$ cat src/rtl/led_blink_pkg.sv
package led_blink_pkg;

    typedef enum logic {
        ST_IDLE = 1'b0,
        ST_RUN  = 1'b1
    } blink_state_e;

    typedef enum logic [1:0] {
        RIX_TBASE  = 2'd0,
        RIX_PERIOD = 2'd1,
        RIX_DUTY   = 2'd2,
        RIX_STOP   = 2'd3
    } reg_ix_e;

    localparam int TB_SEL_W    = 4;
    localparam int TB_RUN_BIT  = 4;
    localparam int TB_AUTO_BIT = 5;
    localparam int TB_MASK_BIT = 6;

endpackage

$ cat src/rtl/led_tick_gen.sv
module led_tick_gen #(
    parameter int PRE_W   = 14,
    parameter int SEL_W   = 4,
    parameter int SEL_MAX = 13
) (
    input  logic             clk,
    input  logic             rst_n,
    input  logic             run,
    input  logic             restart,
    input  logic [SEL_W-1:0] sel,
    output logic             tick
);
    logic [PRE_W-1:0] pre_q;
    logic [PRE_W-1:0] win_mask;
    logic [SEL_W-1:0] sel_eff;

    // clamp the divider select, then keep (PRE_W - n) low bits in the window
    always_comb begin
        sel_eff  = (sel > SEL_W'(SEL_MAX)) ? SEL_W'(SEL_MAX) : sel;
        win_mask = {PRE_W{1'b1}} >> sel_eff;
    end

    always_ff @(posedge clk or negedge rst_n) begin
        if (!rst_n)
            pre_q <= '0;
        else if (!run || restart)
            pre_q <= '0;
        else
            pre_q <= pre_q + 1'b1;
    end

    always_comb tick = run && !restart && ((pre_q & win_mask) == win_mask);

    // window is at least two clocks wide, so ticks never touch
    p_tick_gap_r3: assert property (@(posedge clk) disable iff (!rst_n)
        tick |=> !tick);

endmodule

$ cat src/rtl/led_wave.sv
module led_wave #(
    parameter int CNT_W = 12
) (
    input  logic             clk,
    input  logic             rst_n,
    input  logic             run,
    input  logic             restart,
    input  logic             tick,
    input  logic [CNT_W-1:0] period,
    input  logic [CNT_W-1:0] duty,
    output logic             led,
    output logic             wrap
);
    logic [CNT_W-1:0] cnt_q;
    logic [CNT_W-1:0] last;
    logic             at_last;

    always_comb begin
        last    = (period == '0) ? '0 : period - 1'b1;
        at_last = (cnt_q >= last);
        wrap    = tick && at_last;
        led     = run && (cnt_q < duty);
    end

    always_ff @(posedge clk or negedge rst_n) begin
        if (!rst_n)
            cnt_q <= '0;
        else if (!run || restart)
            cnt_q <= '0;
        else if (tick)
            cnt_q <= at_last ? '0 : cnt_q + 1'b1;
    end

    p_cnt_bound_r4: assert property (@(posedge clk) disable iff (!rst_n)
        cnt_q <= last);

    p_wrap_zero_r4: assert property (@(posedge clk) disable iff (!rst_n)
        wrap |=> (cnt_q == '0));

endmodule

$ cat src/rtl/led_ctrl.sv
module led_ctrl
    import led_blink_pkg::*;
#(
    parameter int STOP_W = 16
) (
    input  logic              clk,
    input  logic              rst_n,
    input  logic              tb_wr,
    input  logic              tb_run,
    input  logic              stop_wr,
    input  logic [STOP_W-1:0] stop_wdata,
    input  logic              auto_en,
    input  logic              wrap,
    output logic              running,
    output logic [STOP_W-1:0] stop_cnt,
    output logic              irq_pend
);
    blink_state_e      state_q, state_d;
    logic [STOP_W-1:0] stop_cnt_q;
    logic              pend_q;
    logic              expire;

    always_comb expire = (state_q == ST_RUN) && auto_en && wrap &&
                         (stop_cnt_q <= STOP_W'(1));

    // next-state logic: software write outranks expiry
    always_comb begin
        state_d = state_q;
        unique case (state_q)
            ST_IDLE: if (tb_wr && tb_run) state_d = ST_RUN;
            ST_RUN: begin
                if (tb_wr)       state_d = tb_run ? ST_RUN : ST_IDLE;
                else if (expire) state_d = ST_IDLE;
            end
        endcase
    end

    always_ff @(posedge clk or negedge rst_n) begin
        if (!rst_n) state_q <= ST_IDLE;
        else        state_q <= state_d;
    end

    always_comb begin
        running  = (state_q == ST_RUN);
        stop_cnt = stop_cnt_q;
        irq_pend = pend_q;
    end

    always_ff @(posedge clk or negedge rst_n) begin
        if (!rst_n)
            stop_cnt_q <= '0;
        else if (stop_wr)
            stop_cnt_q <= stop_wdata;
        else if (running && auto_en && wrap && stop_cnt_q != '0)
            stop_cnt_q <= stop_cnt_q - 1'b1;
    end

    always_ff @(posedge clk or negedge rst_n) begin
        if (!rst_n)      pend_q <= 1'b0;
        else if (tb_wr)  pend_q <= 1'b0;
        else if (expire) pend_q <= 1'b1;
    end

    p_expire_idle_r7: assert property (@(posedge clk) disable iff (!rst_n)
        (expire && !tb_wr) |=> (state_q == ST_IDLE && pend_q));

    p_count_dec_r7: assert property (@(posedge clk) disable iff (!rst_n)
        (running && auto_en && wrap && !stop_wr && stop_cnt_q > STOP_W'(1))
        |=> (stop_cnt_q == $past(stop_cnt_q) - 1'b1));

    p_pend_clear_r8: assert property (@(posedge clk) disable iff (!rst_n)
        tb_wr |=> !pend_q);

    p_count_hold_r9: assert property (@(posedge clk) disable iff (!rst_n)
        (!auto_en && !stop_wr) |=> (stop_cnt_q == $past(stop_cnt_q)));

endmodule

$ cat src/rtl/led_blinker.sv
module led_blinker
    import led_blink_pkg::*;
#(
    parameter int PRE_W   = 14,
    parameter int SEL_MAX = 13,
    parameter int CNT_W   = 12,
    parameter int STOP_W  = 16,
    parameter int DATA_W  = 16,
    parameter int ADDR_W  = 4
) (
    input  logic              clk,
    input  logic              rst_n,
    input  logic              wr_en,
    input  logic [ADDR_W-1:0] addr,
    input  logic [DATA_W-1:0] wdata,
    output logic [DATA_W-1:0] rdata,
    output logic              led_o,
    output logic              irq_o
);
    localparam int SEL_W = TB_SEL_W;

    reg_ix_e           ix;
    logic              tb_wr, per_wr, duty_wr, stop_wr, restart;
    logic [SEL_W-1:0]  sel_q;
    logic              auto_q, mask_q;
    logic [CNT_W-1:0]  period_q, duty_q;
    logic              running, tick, wrap, led_w, irq_pend;
    logic [STOP_W-1:0] stop_cnt;

    always_comb begin
        ix      = reg_ix_e'(addr[3:2]);
        tb_wr   = wr_en && (ix == RIX_TBASE);
        per_wr  = wr_en && (ix == RIX_PERIOD);
        duty_wr = wr_en && (ix == RIX_DUTY);
        stop_wr = wr_en && (ix == RIX_STOP);
        restart = per_wr || duty_wr;
    end

    always_ff @(posedge clk or negedge rst_n) begin
        if (!rst_n) begin
            sel_q    <= '0;
            auto_q   <= 1'b0;
            mask_q   <= 1'b0;
            period_q <= '0;
            duty_q   <= '0;
        end else begin
            if (tb_wr) begin
                sel_q  <= wdata[SEL_W-1:0];
                auto_q <= wdata[TB_AUTO_BIT];
                mask_q <= wdata[TB_MASK_BIT];
            end
            if (per_wr)  period_q <= wdata[CNT_W-1:0];
            if (duty_wr) duty_q   <= wdata[CNT_W-1:0];
        end
    end

    always_comb begin
        rdata = '0;
        unique case (ix)
            RIX_TBASE: begin
                rdata[SEL_W-1:0]   = sel_q;
                rdata[TB_RUN_BIT]  = running;
                rdata[TB_AUTO_BIT] = auto_q;
                rdata[TB_MASK_BIT] = mask_q;
            end
            RIX_PERIOD: rdata[CNT_W-1:0]  = period_q;
            RIX_DUTY:   rdata[CNT_W-1:0]  = duty_q;
            RIX_STOP:   rdata[STOP_W-1:0] = stop_cnt;
        endcase
    end

    led_tick_gen #(.PRE_W(PRE_W), .SEL_W(SEL_W), .SEL_MAX(SEL_MAX)) u_tick (
        .clk(clk), .rst_n(rst_n), .run(running), .restart(restart),
        .sel(sel_q), .tick(tick)
    );

    led_wave #(.CNT_W(CNT_W)) u_wave (
        .clk(clk), .rst_n(rst_n), .run(running), .restart(restart),
        .tick(tick), .period(period_q), .duty(duty_q),
        .led(led_w), .wrap(wrap)
    );

    led_ctrl #(.STOP_W(STOP_W)) u_ctrl (
        .clk(clk), .rst_n(rst_n), .tb_wr(tb_wr), .tb_run(wdata[TB_RUN_BIT]),
        .stop_wr(stop_wr), .stop_wdata(wdata[STOP_W-1:0]), .auto_en(auto_q),
        .wrap(wrap), .running(running), .stop_cnt(stop_cnt), .irq_pend(irq_pend)
    );

    always_comb begin
        led_o = led_w;
        irq_o = irq_pend && !mask_q;
    end

    p_dark_when_idle_r9: assert property (@(posedge clk) disable iff (!rst_n)
        !running |-> !led_o);

endmodule

$ cat config.mk
export PLATFORM = sky130hd
export DESIGN_NAME = led_blinker
export DESIGN_NICKNAME = d
export VERILOG_FILES = /design/src/rtl/led_blink_pkg.sv /design/src/rtl/led_tick_gen.sv /design/src/rtl/led_wave.sv /design/src/rtl/led_ctrl.sv /design/src/rtl/led_blinker.sv
export SDC_FILE = /design/constraint.sdc
export NUM_CORES = 1
export LEC_CHECK = 0
export ABC_CLOCK_PERIOD_IN_PS = 11500
export BUFFER_PORTS_ARGS = -buffer_cell sky130_fd_sc_hd__buf_2
export CAP_MARGIN = 20
export CORE_UTILIZATION = 25
export DETAILED_ROUTE_END_ITERATION = 7
export GPL_TIMING_DRIVEN = 0
export HOLD_SLACK_MARGIN = 0.02
export SETUP_SLACK_MARGIN = 0.2
export SYNTH_ARGS = -nofsm -noshare
export SYNTH_HDL_FRONTEND = slang
export SYNTH_HIERARCHICAL = 1
export SYNTH_SLANG_ARGS = --single-unit
$ cat constraint.sdc
create_clock -name clk -period 11.5 [get_ports clk]
set_input_delay 2.3 -clock clk [delete_from_list [all_inputs] [get_ports clk]]
set_output_delay 2.3 -clock clk [all_outputs]
set_load 0.02 [all_outputs]
==> results.py, run 1 <==
metrics = {
    "setup_path": {
        "cp_data_arrival_time_ns": 3.54,
        "critical_path.slowest_cell": "sky130_fd_sc_hd__nor2b_1",
        "cp_max_fo": 10,
        "timing.critical_path.from_type": "input pin",
        "critPathMaxStageDelay_ns": 0.43,
        "cp-end-kind": "output pin",
        "crit_type": "input pin to output pin",
        "crit_chain": "buf_2 -> buf_2 -> nor2b_1 -> a22o_1 -> buf_2",
        "worst-endpoint-required_ns": 9.20,
        "critical_path.most_common_cell": "sky130_fd_sc_hd__buf_2",
        "r2r.worst_path.cells": 15,
    },
    "drt": {
        "drt-pass1-iter-count": 4,
        "drt_wl_total_mm": 12.9,
        "post_drt_wl_per_cell_um": 15.5,
        "ant_nets": 0,
        "drt_drc_violations_left": 0,
        "drt_iter0_markers": 389,
        "route.vias.total": 4029,
        "routed_via_density": 4.87,
    },
    "pwr": {
        "power-per-cell-area_nw_per_um2": 139,
        "power.static_leakage_nw": 2.54,
        "vdd_drop_max_uv": 83.2,
        "design_power_total_mw": 0.804,
    },
    "cts": {
        "path_clk_slew_ns": 0.06,
        "tritoncts": "yes",
        "cts_buffers": 9,
        "post_cts_buffers": 0,
        "cts_sink_cnt": 74,
        "ctsHoldBuffers": 0,
        "cts-htree-levels": 3,
        "clockRootBuffer": "sky130_fd_sc_hd__clkbuf_16",
        "cts_max_path_buffers": 2,
        "post_cts_resized": 0,
        "clk_latency_ns": 0.34,
    },
    "die": {
        "die_area_um2": 20400,
        "area_of_the_core_um2": 19500,
        "fp.dieH_um": 143,
        "io_pins": 41,
        "die_width_um": 143,
        "rows": 51,
        "starting_utilization_of_the_core_area": 0.255,
    },
    "cells_and_area": {
        "layout_commonest_cell": "sky130_fd_sc_hd__dfrtp_1",
        "register_area_um2": 1850,
        "drive_above_1_share": 0.208,
        "layout.nets": 611,
        "flow.area_growth_from_synthesis_pct": 17.1,
        "mostFrequentLayoutCells": "74 x sky130_fd_sc_hd__dfrtp_1, 42 x sky130_fd_sc_hd__buf_2, 38 x sky130_fd_sc_hd__nand2_1, 36 x sky130_fd_sc_hd__nor2_1, 35 x sky130_fd_sc_hd__mux2_2",
        "layout.filler_cells": 2061,
        "antenna_cells_inserted": 0,
        "multiInputGateArea_um2": 2910,
        "fin_cells": 828,
        "design_area_um2": 5800,
    },
    "timing": {
        "grt_setup_unrepaired": "no",
        "fmaxAchievable_ghz": 0.171,
        "slew_viol_final": 0,
        "timing.max_slew.rel_slack": 0.531,
        "tns_ns": 0,
        "timing.final.hold_violations": 0,
        "layout_worst_path_cycle_share": 0.508,
        "period_minus_slack_ns": 5.84,
        "setup_violators_final": 0,
        "worst_margin_pin_slew_ns": 0.697,
        "fin_worst_skew_ns": 0.00797,
    },
    "logic_synthesis": {
        "netlist-cell-type-count": 60,
        "post_synth_main_area_contributors": "sky130_fd_sc_hd__dfrtp_1 37%, sky130_fd_sc_hd__mux2_2 8.0%, sky130_fd_sc_hd__ha_1 7.6%",
        "synth_flop_cell": "sky130_fd_sc_hd__dfrtp_1",
        "ys_seq_elements": 74,
        "synth_enable_flop_cells": 0,
        "mappedNetlistArea_um2": 4950,
        "synth.top_cell.area_share": 0.374,
        "leading_area_contributor_after_synthesis": "sky130_fd_sc_hd__dfrtp_1",
        "avgSynthCellArea_um2": 9.75,
        "synthArstFlopShare": 1.00,
        "seq_area_frac_synth": 0.374,
        "synth_cells": 508,
        "ys.warnings.count": 6,
        "synthesis.nets": 561,
    },
    "grt": {
        "grt.overflow.total": 0,
        "grtUsageTotal": 0.138,
        "grt_first_pass_wirelength_mm": 21.5,
        "pin_count_of_the_biggest_net_entering_global_routing": 43,
        "antenna_found_initial": 0,
        "first_global_vias": 4031,
    },
    "flow_run": {
        "max-cap-violations": 0,
    },
    "min_path": {
        "worst_hold_path_type": "register to register",
        "timing.hold.worst_path_depth": 1,
    },
    "place": {
        "post_dp_cell_area_um2": 5510,
        "post-place-cells": 812,
        "portBuffers": 38,
        "detailedPlacementHpwl_mm": 9.95,
        "globalplace.congestion": 0.820,
    },
    "run_status": {
        "outcome": "complete, no violations",
    },
}
## cells in the mapped netlist (3+ instances only)
cell and instances:
sky130_fd_sc_hd__ha_1 30, sky130_fd_sc_hd__o31ai_1 4, sky130_fd_sc_hd__o311ai_0 3, sky130_fd_sc_hd__a31oi_1 9, sky130_fd_sc_hd__nand4_1 11, sky130_fd_sc_hd__nor3_1 16, sky130_fd_sc_hd__mux2_2 35, sky130_fd_sc_hd__clkbuf_1 8
sky130_fd_sc_hd__and4_1 3, sky130_fd_sc_hd__nand2_1 38, sky130_fd_sc_hd__mux4_2 7, sky130_fd_sc_hd__a22o_1 6, sky130_fd_sc_hd__o211ai_1 4, sky130_fd_sc_hd__inv_1 27, sky130_fd_sc_hd__a21oi_1 17, sky130_fd_sc_hd__a211o_1 3
sky130_fd_sc_hd__o21ai_0 9, sky130_fd_sc_hd__nand3b_1 6, sky130_fd_sc_hd__xor2_1 14, sky130_fd_sc_hd__nor2b_1 8, sky130_fd_sc_hd__dfrtp_1 74, sky130_fd_sc_hd__a21o_1 11, sky130_fd_sc_hd__a211oi_1 6, sky130_fd_sc_hd__buf_2 5
sky130_fd_sc_hd__and3_1 10, sky130_fd_sc_hd__nor2_1 36, sky130_fd_sc_hd__o21a_1 4, sky130_fd_sc_hd__and2_1 3, sky130_fd_sc_hd__xnor2_1 7, sky130_fd_sc_hd__nand2b_1 10, sky130_fd_sc_hd__o31a_1 3, sky130_fd_sc_hd__nor4_1 7
sky130_fd_sc_hd__or4_1 7, sky130_fd_sc_hd__o21ai_1 4, sky130_fd_sc_hd__or3_1 9, sky130_fd_sc_hd__nand3_1 24
## through the flow
stage,utilization,hold slack [ns],setup slack (ns)
after floorplan,-,0.447,6.12
after global placement,0.281,0.469,5.50
after detailed placement,0.283,0.480,5.49
after CTS,0.298,0.487,5.59
after global routing,0.298,0.529,5.58
final,0.298,0.478,5.66
## layout make-up
class | instances | share of cell area
Clock buffer | 10 | 0.0395
Multi-Input combinational cell | 390 | 0.502
Inverter | 27 | 0.0175
Sequential cell | 74 | 0.319
Timing Repair Buffer | 39 | 0.0380
Clock inverter | 6 | 0.0116
Tap cell | 265 | 0.0571
Buffer | 17 | 0.0155
## power breakdown
part	leakage [nW]	internal, mW	switching [mW]	total (mW)
Clock	0.139	0.168	0.113	0.281
Combinational	1.47	0.0843	0.101	0.185
Sequential	0.927	0.291	0.0465	0.338
## worst max-delay path: cells and delay by family
| kind | cells | cell delay (ns) |
|---|---|---|
| buffers and inverters | 3 | 0.55 |
| AO/OA/AOI/OAI | 1 | 0.25 |
| AND/OR/NAND/NOR | 1 | 0.43 |
## kinds of logic (layout without fill, tap and decap cells)
kind of cell / after synthesis / in the layout / share of synthesized area
AND/OR/NAND/NOR: 206 / 206 / 0.237
XOR/XNOR: 21 / 21 / 0.0371
AO/OA/AOI/OAI: 90 / 90 / 0.125
buffers and inverters: 44 / 99 / 0.0386
flip-flops: 74 / 74 / 0.374
multiplexers: 43 / 43 / 0.113
adder cells (fa/ha/maj): 30 / 30 / 0.0758
## flip-flops by register name, summed over array words and instances, names as in the netlist
signal           flops
u_ctrl/stop_cnt     16
u_tick/pre_q        14
duty_q              12
period_q            12
u_wave/cnt_q        12
sel_q                4
auto_q               1
mask_q               1
u_ctrl/irq_pend      1
u_ctrl/running       1
## layer usage
layer,GRT usage,vias to the layer above,part of all wire
met1,0.182,1975,0.47
met4,0.0436,0,0.015
met3,0.0262,12,0.032
met5,0,-,0
met2,0.227,60,0.48
li1,-,1982,-
## worst paths after layout
path / slack [ns] / start / endpoint
max in group asynchronous: 9.03 / rst_n / u_ctrl/stop_cnt[15]
max: 5.66 / addr[2] / rdata[7]
max reg2reg: 7.19 / period_q[8] / u_ctrl/stop_cnt[12]
min reg2reg: 0.48 / u_tick/pre_q[0] / u_tick/pre_q[0]
min: 0.48 / u_tick/pre_q[0] / u_tick/pre_q[0]
min in group asynchronous: 1.91 / rst_n / u_tick/pre_q[13]
(Power assumes the default switching activity.)
==> run 2: changes to the inputs <==
--- a/config.mk
+++ b/config.mk
@@ -5,7 +5,8 @@
 export SDC_FILE = /design/constraint.sdc
 export NUM_CORES = 1
 export LEC_CHECK = 0
-export ABC_CLOCK_PERIOD_IN_PS = 11500
+export ABC_AREA = 1
+export ABC_CLOCK_PERIOD_IN_PS = 4900
 export BUFFER_PORTS_ARGS = -buffer_cell sky130_fd_sc_hd__buf_2
 export CAP_MARGIN = 20
 export CORE_UTILIZATION = 25
==> constraint.sdc (replaced) <==
create_clock -name clk -period 4.9 [get_ports clk]
set_input_delay 0.98 -clock clk [delete_from_list [all_inputs] [get_ports clk]]
set_output_delay 0.98 -clock clk [all_outputs]
set_load 0.02 [all_outputs]
==> run 2 against run 1 <==
  * Via count increased by 23%
  * Sequential power increased by 140%
  * Worst hold slack got worse by 0.0063 ns
  * Largest power group unchanged
  * Synthesized area increased by 7.6%
  * Global-route usage increased by 0.56 points
  * Total power increased to 2.6 times the previous value
  * Highest routed layer unchanged
  * Largest cell class unchanged
  * Combinational power increased to 3.2 times the previous value
  * Cell area increased by 6.9%
==> results.py, run 2 <==
metrics = {
    "cts": {
        "cts_buffers": 9,
        "cts-htree-levels": 3,
        "path_clk_slew_ns": 0.06,
        "post_cts_resized": 0,
        "clk_latency_ns": 0.34,
        "cts_sink_cnt": 74,
        "ctsHoldBuffers": 0,
        "clockRootBuffer": "sky130_fd_sc_hd__clkbuf_16",
        "post_cts_buffers": 0,
        "tritoncts": "yes",
        "cts_max_path_buffers": 2,
    },
    "logic_synthesis": {
        "synthesis.nets": 834,
        "synth.top_cell.area_share": 0.347,
        "avgSynthCellArea_um2": 6.82,
        "yosysMostFrequentCell": "sky130_fd_sc_hd__nand2_1",
        "synth_enable_flop_cells": 0,
        "ys.warnings.count": 6,
        "synthArstFlopShare": 1.00,
        "ys_seq_elements": 74,
        "seq_area_frac_synth": 0.347,
        "mappedNetlistArea_um2": 5330,
        "synth_cells": 781,
        "synth.cells.most_frequent": "281 x sky130_fd_sc_hd__nand2_1, 87 x sky130_fd_sc_hd__inv_1, 78 x sky130_fd_sc_hd__nand3_1",
        "post_synth_main_area_contributors": "sky130_fd_sc_hd__dfrtp_1 35%, sky130_fd_sc_hd__nand2_1 20%, sky130_fd_sc_hd__nand3_1 7.3%",
        "synth_flop_cell": "sky130_fd_sc_hd__dfrtp_1",
        "leading_area_contributor_after_synthesis": "sky130_fd_sc_hd__dfrtp_1",
        "netlist-cell-type-count": 33,
    },
    "pwr": {
        "p_int_mw": 1.34,
        "design_power_total_mw": 2.10,
        "comb_power_share": 0.278,
        "power-per-cell-area_nw_per_um2": 338,
        "switching_share": 0.363,
        "power.clock.fraction": 0.335,
        "power.static_leakage_nw": 3.12,
        "vdd_drop_max_uv": 166,
        "sw_pwr_mw": 0.762,
        "power_frac_seq": 0.387,
    },
    "grt": {
        "grtUsageTotal": 0.144,
        "first_global_vias": 4811,
        "grt_first_pass_wirelength_mm": 24.6,
        "pin_count_of_the_biggest_net_entering_global_routing": 66,
        "antenna_found_initial": 0,
        "grt.overflow.total": 0,
    },
    "drt": {
        "metal2_wl_mm": 6.91,
        "met3WireLength_um": 391,
        "route.vias.total": 4953,
        "drt_drc_violations_left": 0,
        "drt_iter0_markers": 230,
        "drt-pass1-iter-count": 4,
        "drt_wl_total_mm": 14.6,
        "wl_met1_mm": 7.02,
        "routed_via_density": 4.47,
        "post_drt_wl_per_cell_um": 13.1,
        "ant_nets": 0,
        "top_layer_used": "met4",
    },
    "setup_path": {
        "crit_chain": "buf_6 -> inv_2 -> nand2_2 -> inv_2 -> nand2_4 -> clkbuf_8 -> nand2_1 -> nor2_1 -> nand3_1 -> a21oi_1 -> nand3b_1 -> a21oi_1 -> inv_1 -> a21oi_1 -> nand3_1 -> inv_1 -> nand2_4 -> nor2_2 -> nand2_1 -> nand3_1",
        "critical_path_buf_inv_count": 6,
        "worst_r2r_endpoint": "u_ctrl/stop_cnt[8]",
        "critPathMaxStageDelay_ns": 0.28,
        "r2r_start": "period_q[3]",
        "critical_path.slowest_cell": "sky130_fd_sc_hd__nor2_2",
        "worst_path_dominant_cell_family": "simple AND/OR/NAND/NOR gates",
        "cp-end-kind": "register",
        "cp_data_arrival_time_ns": 3.73,
        "crit_type": "input pin to register",
        "timing.critical_path.from_type": "input pin",
        "r2r.worst_path.cells": 19,
        "worst-endpoint-required_ns": 5.18,
        "cp_max_fo": 10,
        "worst_setup_path_startpoint": "addr[2]",
        "rrSetupSlack_ns": 1.55,
    },
    "die": {
        "starting_utilization_of_the_core_area": 0.254,
        "die_area_um2": 21900,
        "rows": 53,
        "area_of_the_core_um2": 21000,
        "fp.dieH_um": 148,
        "io_pins": 41,
        "die_width_um": 148,
    },
    "cells_and_area": {
        "antenna_cells_inserted": 0,
        "layout.nets": 882,
        "layout_commonest_cell": "sky130_fd_sc_hd__nand2_1",
        "drive_above_1_share": 0.140,
        "flow.area_growth_from_synthesis_pct": 16.3,
        "mostFrequentLayoutCells": "281 x sky130_fd_sc_hd__nand2_1, 87 x sky130_fd_sc_hd__inv_1, 78 x sky130_fd_sc_hd__nand3_1, 74 x sky130_fd_sc_hd__dfrtp_1, 63 x sky130_fd_sc_hd__nor2_1",
        "largest_reg_flops": 16,
        "design_area_um2": 6200,
        "fin_cells": 1109,
        "final_core_utilization": 0.296,
    },
    "min_path": {
        "worst_hold_path_type": "input pin to async pin",
    },
    "place": {
        "post-place-cells": 1093,
        "detailedPlacementHpwl_mm": 11.1,
        "dpl_worst_slack_ns": 1.05,
        "portBuffers": 36,
        "globalplace.congestion": 0.830,
        "post_dp_cell_area_um2": 5880,
    },
    "run_status": {
        "outcome": "complete, no violations",
    },
    "timing": {
        "tns_ns": 0,
        "slew_viol_final": 0,
        "setup_violators_final": 0,
        "timing.final.ws_setup_ns": 1.45,
        "layout_worst_path_cycle_share": 0.705,
        "fin_worst_skew_ns": 0.0109,
        "timing.max_slew.rel_slack": 0.681,
        "hold-worst-slack_ns": 0.472,
        "period_minus_slack_ns": 3.45,
        "fmaxAchievable_ghz": 0.290,
        "timing.final.hold_violations": 0,
        "worst_margin_pin_slew_ns": 0.478,
        "grt_setup_unrepaired": "no",
    },
    "flow_run": {
        "max-cap-violations": 0,
    },
}
[run 2: cell types whose count changed after synthesis, sizes merged, moves of 9 or more]
| cell | previous run | this run |
|---|---|---|
| nand2 | 40 | 292 |
| inv | 27 | 94 |
| nand3 | 24 | 80 |
| nor2 | 36 | 80 |
| mux2 | 35 | 0 |
| o21ai | 13 | 31 |
| a21oi | 17 | 31 |
| a21o | 11 | 0 |
| and3 | 10 | 0 |
| nand2b | 10 | 0 |
| a31oi | 9 | 0 |
| nor4 | 10 | 1 |
| or3 | 9 | 0 |
[run 2: cell type report]
cell class                 instances  area, µm²
timing repair buffer              37        210
sequential                        74       1850
multi-input combinational        599       3010
clock buffer                      12        267
tap                              275        344
inverter                          94        353
fill                            2329      14800
buffer                            14        113
clock inverter                     4       48.8
[run 2: power groups by stage]
| stage | Combinational (mW) | Clock (mW) | Sequential, mW |
|---|---|---|---|
| floorplan | 0.438 | 0 | 0.777 |
| global placement | 0.572 | 0 | 0.821 |
| detailed placement | 0.584 | 0 | 0.822 |
| CTS | 0.587 | 0.724 | 0.811 |
| global route | 0.674 | 0.754 | 0.825 |
| finish | 0.583 | 0.703 | 0.812 |
[run 2: worst max path at each step]
stage | to | slack, ns | cells past startpoint
CTS | u_ctrl/stop_cnt[12] | 1.41 | 20
floorplan | u_ctrl/stop_cnt[3] | 1.93 | 21
finish | u_ctrl/stop_cnt[8] | 1.45 | 20
global route | u_ctrl/stop_cnt[4] | 1.13 | 20
detailed placement | u_ctrl/stop_cnt[12] | 1.05 | 20
global placement | u_ctrl/stop_cnt[11] | 1.02 | 20
[run 2: cell families after synthesis]
logic type / count (synthesis) / share of synthesized area
adder cells (fa/ha/maj): 30 / 0.0704
flip-flops: 74 / 0.347
AND/OR/NAND/NOR: 495 / 0.413
AO/OA/AOI/OAI: 66 / 0.0683
XOR/XNOR: 8 / 0.0131
buffers and inverters: 108 / 0.0873
[run 2: layer usage]
layer,track usage,up-vias
met3,0.0188,14
met5,0,-
met2,0.238,64
li1,-,2591
met4,0.0562,0
met1,0.189,2284
[run 2: worst reg2reg max path, cell delays in order, from the launching register on]
cell                      delay (ns)
sky130_fd_sc_hd__dfrtp_1        0.46
sky130_fd_sc_hd__nor2_2         0.23
sky130_fd_sc_hd__nand4_1        0.19
sky130_fd_sc_hd__nor2_1         0.20
sky130_fd_sc_hd__nand3_1        0.09
sky130_fd_sc_hd__nand2_1        0.07
sky130_fd_sc_hd__nand3_1        0.07
sky130_fd_sc_hd__ha_1           0.30
sky130_fd_sc_hd__nand2_1        0.07
sky130_fd_sc_hd__nor2_1         0.18
sky130_fd_sc_hd__inv_1          0.06
sky130_fd_sc_hd__nor2_1         0.12
sky130_fd_sc_hd__nand2_1        0.11
sky130_fd_sc_hd__a21oi_1        0.28
sky130_fd_sc_hd__nand3_1        0.16
sky130_fd_sc_hd__inv_1          0.12
sky130_fd_sc_hd__nand2_4        0.11
sky130_fd_sc_hd__nor2_2         0.28
sky130_fd_sc_hd__nand2_1        0.10
sky130_fd_sc_hd__nand3_1        0.08
==> run 3: changes to the inputs <==
--- a/config.mk
+++ b/config.mk
@@ -6,7 +6,7 @@
 export NUM_CORES = 1
 export LEC_CHECK = 0
 export ABC_AREA = 1
-export ABC_CLOCK_PERIOD_IN_PS = 4900
+export ABC_CLOCK_PERIOD_IN_PS = 2840
 export BUFFER_PORTS_ARGS = -buffer_cell sky130_fd_sc_hd__buf_2
 export CAP_MARGIN = 20
 export CORE_UTILIZATION = 25
==> constraint.sdc (replaced) <==
create_clock -name clk -period 2.84 [get_ports clk]
set_input_delay 0.568 -clock clk [delete_from_list [all_inputs] [get_ports clk]]
set_output_delay 0.568 -clock clk [all_outputs]
set_load 0.02 [all_outputs]
==> run 3 against run 2 <==
  * The run now ends with negative setup slack left
  * Critical path depth rose by 1
  * Sequential power rose by 71%
  * Register-to-register slack got worse by 1.6 ns
  * Total power rose by 82%
  * Count of clock-buffer cells in the layout rose by 1
  * Non-clock buffer count rose by 26
  * Clock power rose by 71%
  * Cell area rose by 9.2%
  * Critical path type is now register to register
==> results.py, run 3 (same netlist as run 2, synthesis figures left out) <==
metrics = {
    "timing": {
        "period_minus_slack_ns": 2.90,
        "timing.final.ws_setup_ns": -0.0557,
        "fin_worst_skew_ns": 0.00591,
        "timing.final.hold_violations": 0,
        "setup_violators_final": 7,
        "grt_setup_unrepaired": "yes",
        "tns_ns": -0.144,
        "worst_margin_pin_slew_ns": 0.543,
        "timing.max_slew.rel_slack": 0.638,
        "fmaxAchievable_ghz": 0.345,
        "layout_worst_path_cycle_share": 1.02,
        "slew_viol_final": 0,
    },
    "cells_and_area": {
        "layout_commonest_cell": "sky130_fd_sc_hd__nand2_1",
        "drive_above_1_share": 0.242,
        "largest_reg_flops": 16,
        "flow.area_growth_from_synthesis_pct": 27.1,
        "final_core_utilization": 0.323,
        "layout.nets": 908,
        "design_area_um2": 6770,
        "antenna_cells_inserted": 0,
        "mostFrequentLayoutCells": "267 x sky130_fd_sc_hd__nand2_1, 78 x sky130_fd_sc_hd__inv_1, 70 x sky130_fd_sc_hd__nand3_1, 63 x sky130_fd_sc_hd__dfrtp_1, 54 x sky130_fd_sc_hd__nor2_1",
    },
    "setup_path": {
        "cp_max_fo": 5,
        "worst-endpoint-required_ns": 3.07,
        "rrSetupSlack_ns": -0.06,
        "worst_r2r_endpoint": "u_ctrl/stop_cnt[10]",
        "crit_type": "register to register",
        "cp_data_arrival_time_ns": 3.12,
        "cp-end-kind": "register",
        "timing.critical_path.from_type": "register",
        "r2r_start": "period_q[3]",
        "r2r.worst_path.cells": 21,
    },
    "pwr": {
        "power.static_leakage_nw": 3.27,
        "vdd_drop_max_uv": 311,
        "power-per-cell-area_nw_per_um2": 564,
        "design_power_total_mw": 3.82,
    },
    "cts": {
        "cts-htree-levels": 3,
        "path_clk_slew_ns": 0.06,
        "tritoncts": "yes",
        "clk_latency_ns": 0.35,
        "cts_buffers": 9,
        "cts_sink_cnt": 74,
        "cts_max_path_buffers": 2,
        "clockRootBuffer": "sky130_fd_sc_hd__clkbuf_16",
    },
    "grt": {
        "grt_first_pass_wirelength_mm": 25.6,
        "antenna_found_initial": 0,
        "grt.overflow.total": 0,
        "first_global_vias": 5003,
        "pin_count_of_the_biggest_net_entering_global_routing": 40,
        "grtUsageTotal": 0.149,
    },
    "die": {
        "die_area_um2": 21900,
        "starting_utilization_of_the_core_area": 0.254,
        "area_of_the_core_um2": 21000,
        "io_pins": 41,
        "die_width_um": 148,
        "fp.dieH_um": 148,
        "rows": 53,
    },
    "drt": {
        "drt_wl_total_mm": 15.4,
        "post_drt_wl_per_cell_um": 13.6,
        "drt-pass1-iter-count": 5,
        "route.vias.total": 5212,
        "routed_via_density": 4.60,
        "drt_iter0_markers": 352,
        "drt_drc_violations_left": 0,
        "ant_nets": 0,
    },
    "place": {
        "post_dp_cell_area_um2": 5880,
        "globalplace.congestion": 0.811,
        "portBuffers": 36,
        "detailedPlacementHpwl_mm": 11.1,
    },
    "run_status": {
        "outcome": "complete, but fails checks",
        "violations_in_the_final_reports": "negative setup slack",
    },
    "min_path": {
        "worst_hold_path_type": "input pin to async pin",
    },
    "flow_run": {
        "max-cap-violations": 0,
    },
}
## run 3: changes by cell type in the layout (fill, tap and decap cells not counted), sizes merged
cell / before / now
clkinv: 3 / 1
buf: 48 / 73
clkbuf: 15 / 17
## run 3: worst max path at each step
stage / cells after the start / startpoint / endpoint / slack [ns]
finish: 21 / period_q[3] / u_ctrl/stop_cnt[10] / -0.06
global route: 20 / period_q[3] / u_ctrl/stop_cnt[10] / -0.24
CTS: 19 / period_q[2] / u_ctrl/stop_cnt[10] / 0.06
detailed placement: 20 / addr[2] / u_ctrl/stop_cnt[11] / -0.55
global placement: 20 / addr[2] / u_ctrl/stop_cnt[11] / -0.56
floorplan: 21 / period_q[0] / u_ctrl/stop_cnt[3] / 0.21
## run 3: routing by layer
| metal | up-vias | track usage | part of all wire |
|---|---|---|---|
| met4 | 0 | 0.0531 | 0.014 |
| met1 | 2452 | 0.196 | 0.47 |
| met5 | - | 0 | 0 |
| li1 | 2649 | - | - |
| met2 | 96 | 0.250 | 0.49 |
| met3 | 15 | 0.0182 | 0.032 |
## run 3: metrics by stage
stage | hold slack [ns] | worst slack, ns | std cells
6_report | 0.184 | -0.0557 | 1134
5_1_grt | 0.230 | -0.238 | 1134
4_1_cts | 0.201 | 0.0578 | 1133
3_5_place_dp | 0.498 | -0.550 | 1093
3_3_place_gp | 0.493 | -0.564 | 1092
2_1_floorplan | 0.272 | 0.205 | 781
## run 3: worst max-delay path: stages, from the launching register on
cell	delay, ns
sky130_fd_sc_hd__dfrtp_2	0.43
sky130_fd_sc_hd__nor2_4	0.15
sky130_fd_sc_hd__nand4_1	0.20
sky130_fd_sc_hd__buf_4	0.21
sky130_fd_sc_hd__o21ai_4	0.16
sky130_fd_sc_hd__nand3_4	0.09
sky130_fd_sc_hd__ha_4	0.23
sky130_fd_sc_hd__buf_6	0.11
sky130_fd_sc_hd__buf_6	0.10
sky130_fd_sc_hd__nand2_2	0.04
sky130_fd_sc_hd__nand2_1	0.04
sky130_fd_sc_hd__nand2_1	0.07
sky130_fd_sc_hd__nand2_2	0.06
sky130_fd_sc_hd__a21oi_4	0.16
sky130_fd_sc_hd__a21oi_4	0.09
sky130_fd_sc_hd__nand3_2	0.08
sky130_fd_sc_hd__inv_2	0.06
sky130_fd_sc_hd__nand2_8	0.10
sky130_fd_sc_hd__nand2_8	0.09
sky130_fd_sc_hd__buf_8	0.17
sky130_fd_sc_hd__nand2_1	0.06
sky130_fd_sc_hd__nand3_1	0.07
## run 3: repair_timing
action	in CTS	in global routing
hold buffers	0	0
setup endpoints to repair	18	30
pin swaps	34	23
gates resized for setup	69	34
gates cloned	1	0
setup buffers	24	1
## run 3: report_power, final
group	switching [mW]	internal, mW	total, mW	leakage (nW)
Sequential	0.199	1.19	1.39	0.949
Clock	0.449	0.746	1.20	0.152
Combinational	0.762	0.470	1.23	2.17
## run 3: area by class of cell
class / count / area [µm²]
Fill cell: 2292 / 14200
Clock inverter: 2 / 35.0
Clock buffer: 13 / 270
Tap cell: 275 / 344
Sequential cell: 74 / 1870
Multi-Input combinational cell: 599 / 3330
Buffer: 14 / 119
Inverter: 94 / 365
Timing Repair Buffer: 63 / 440
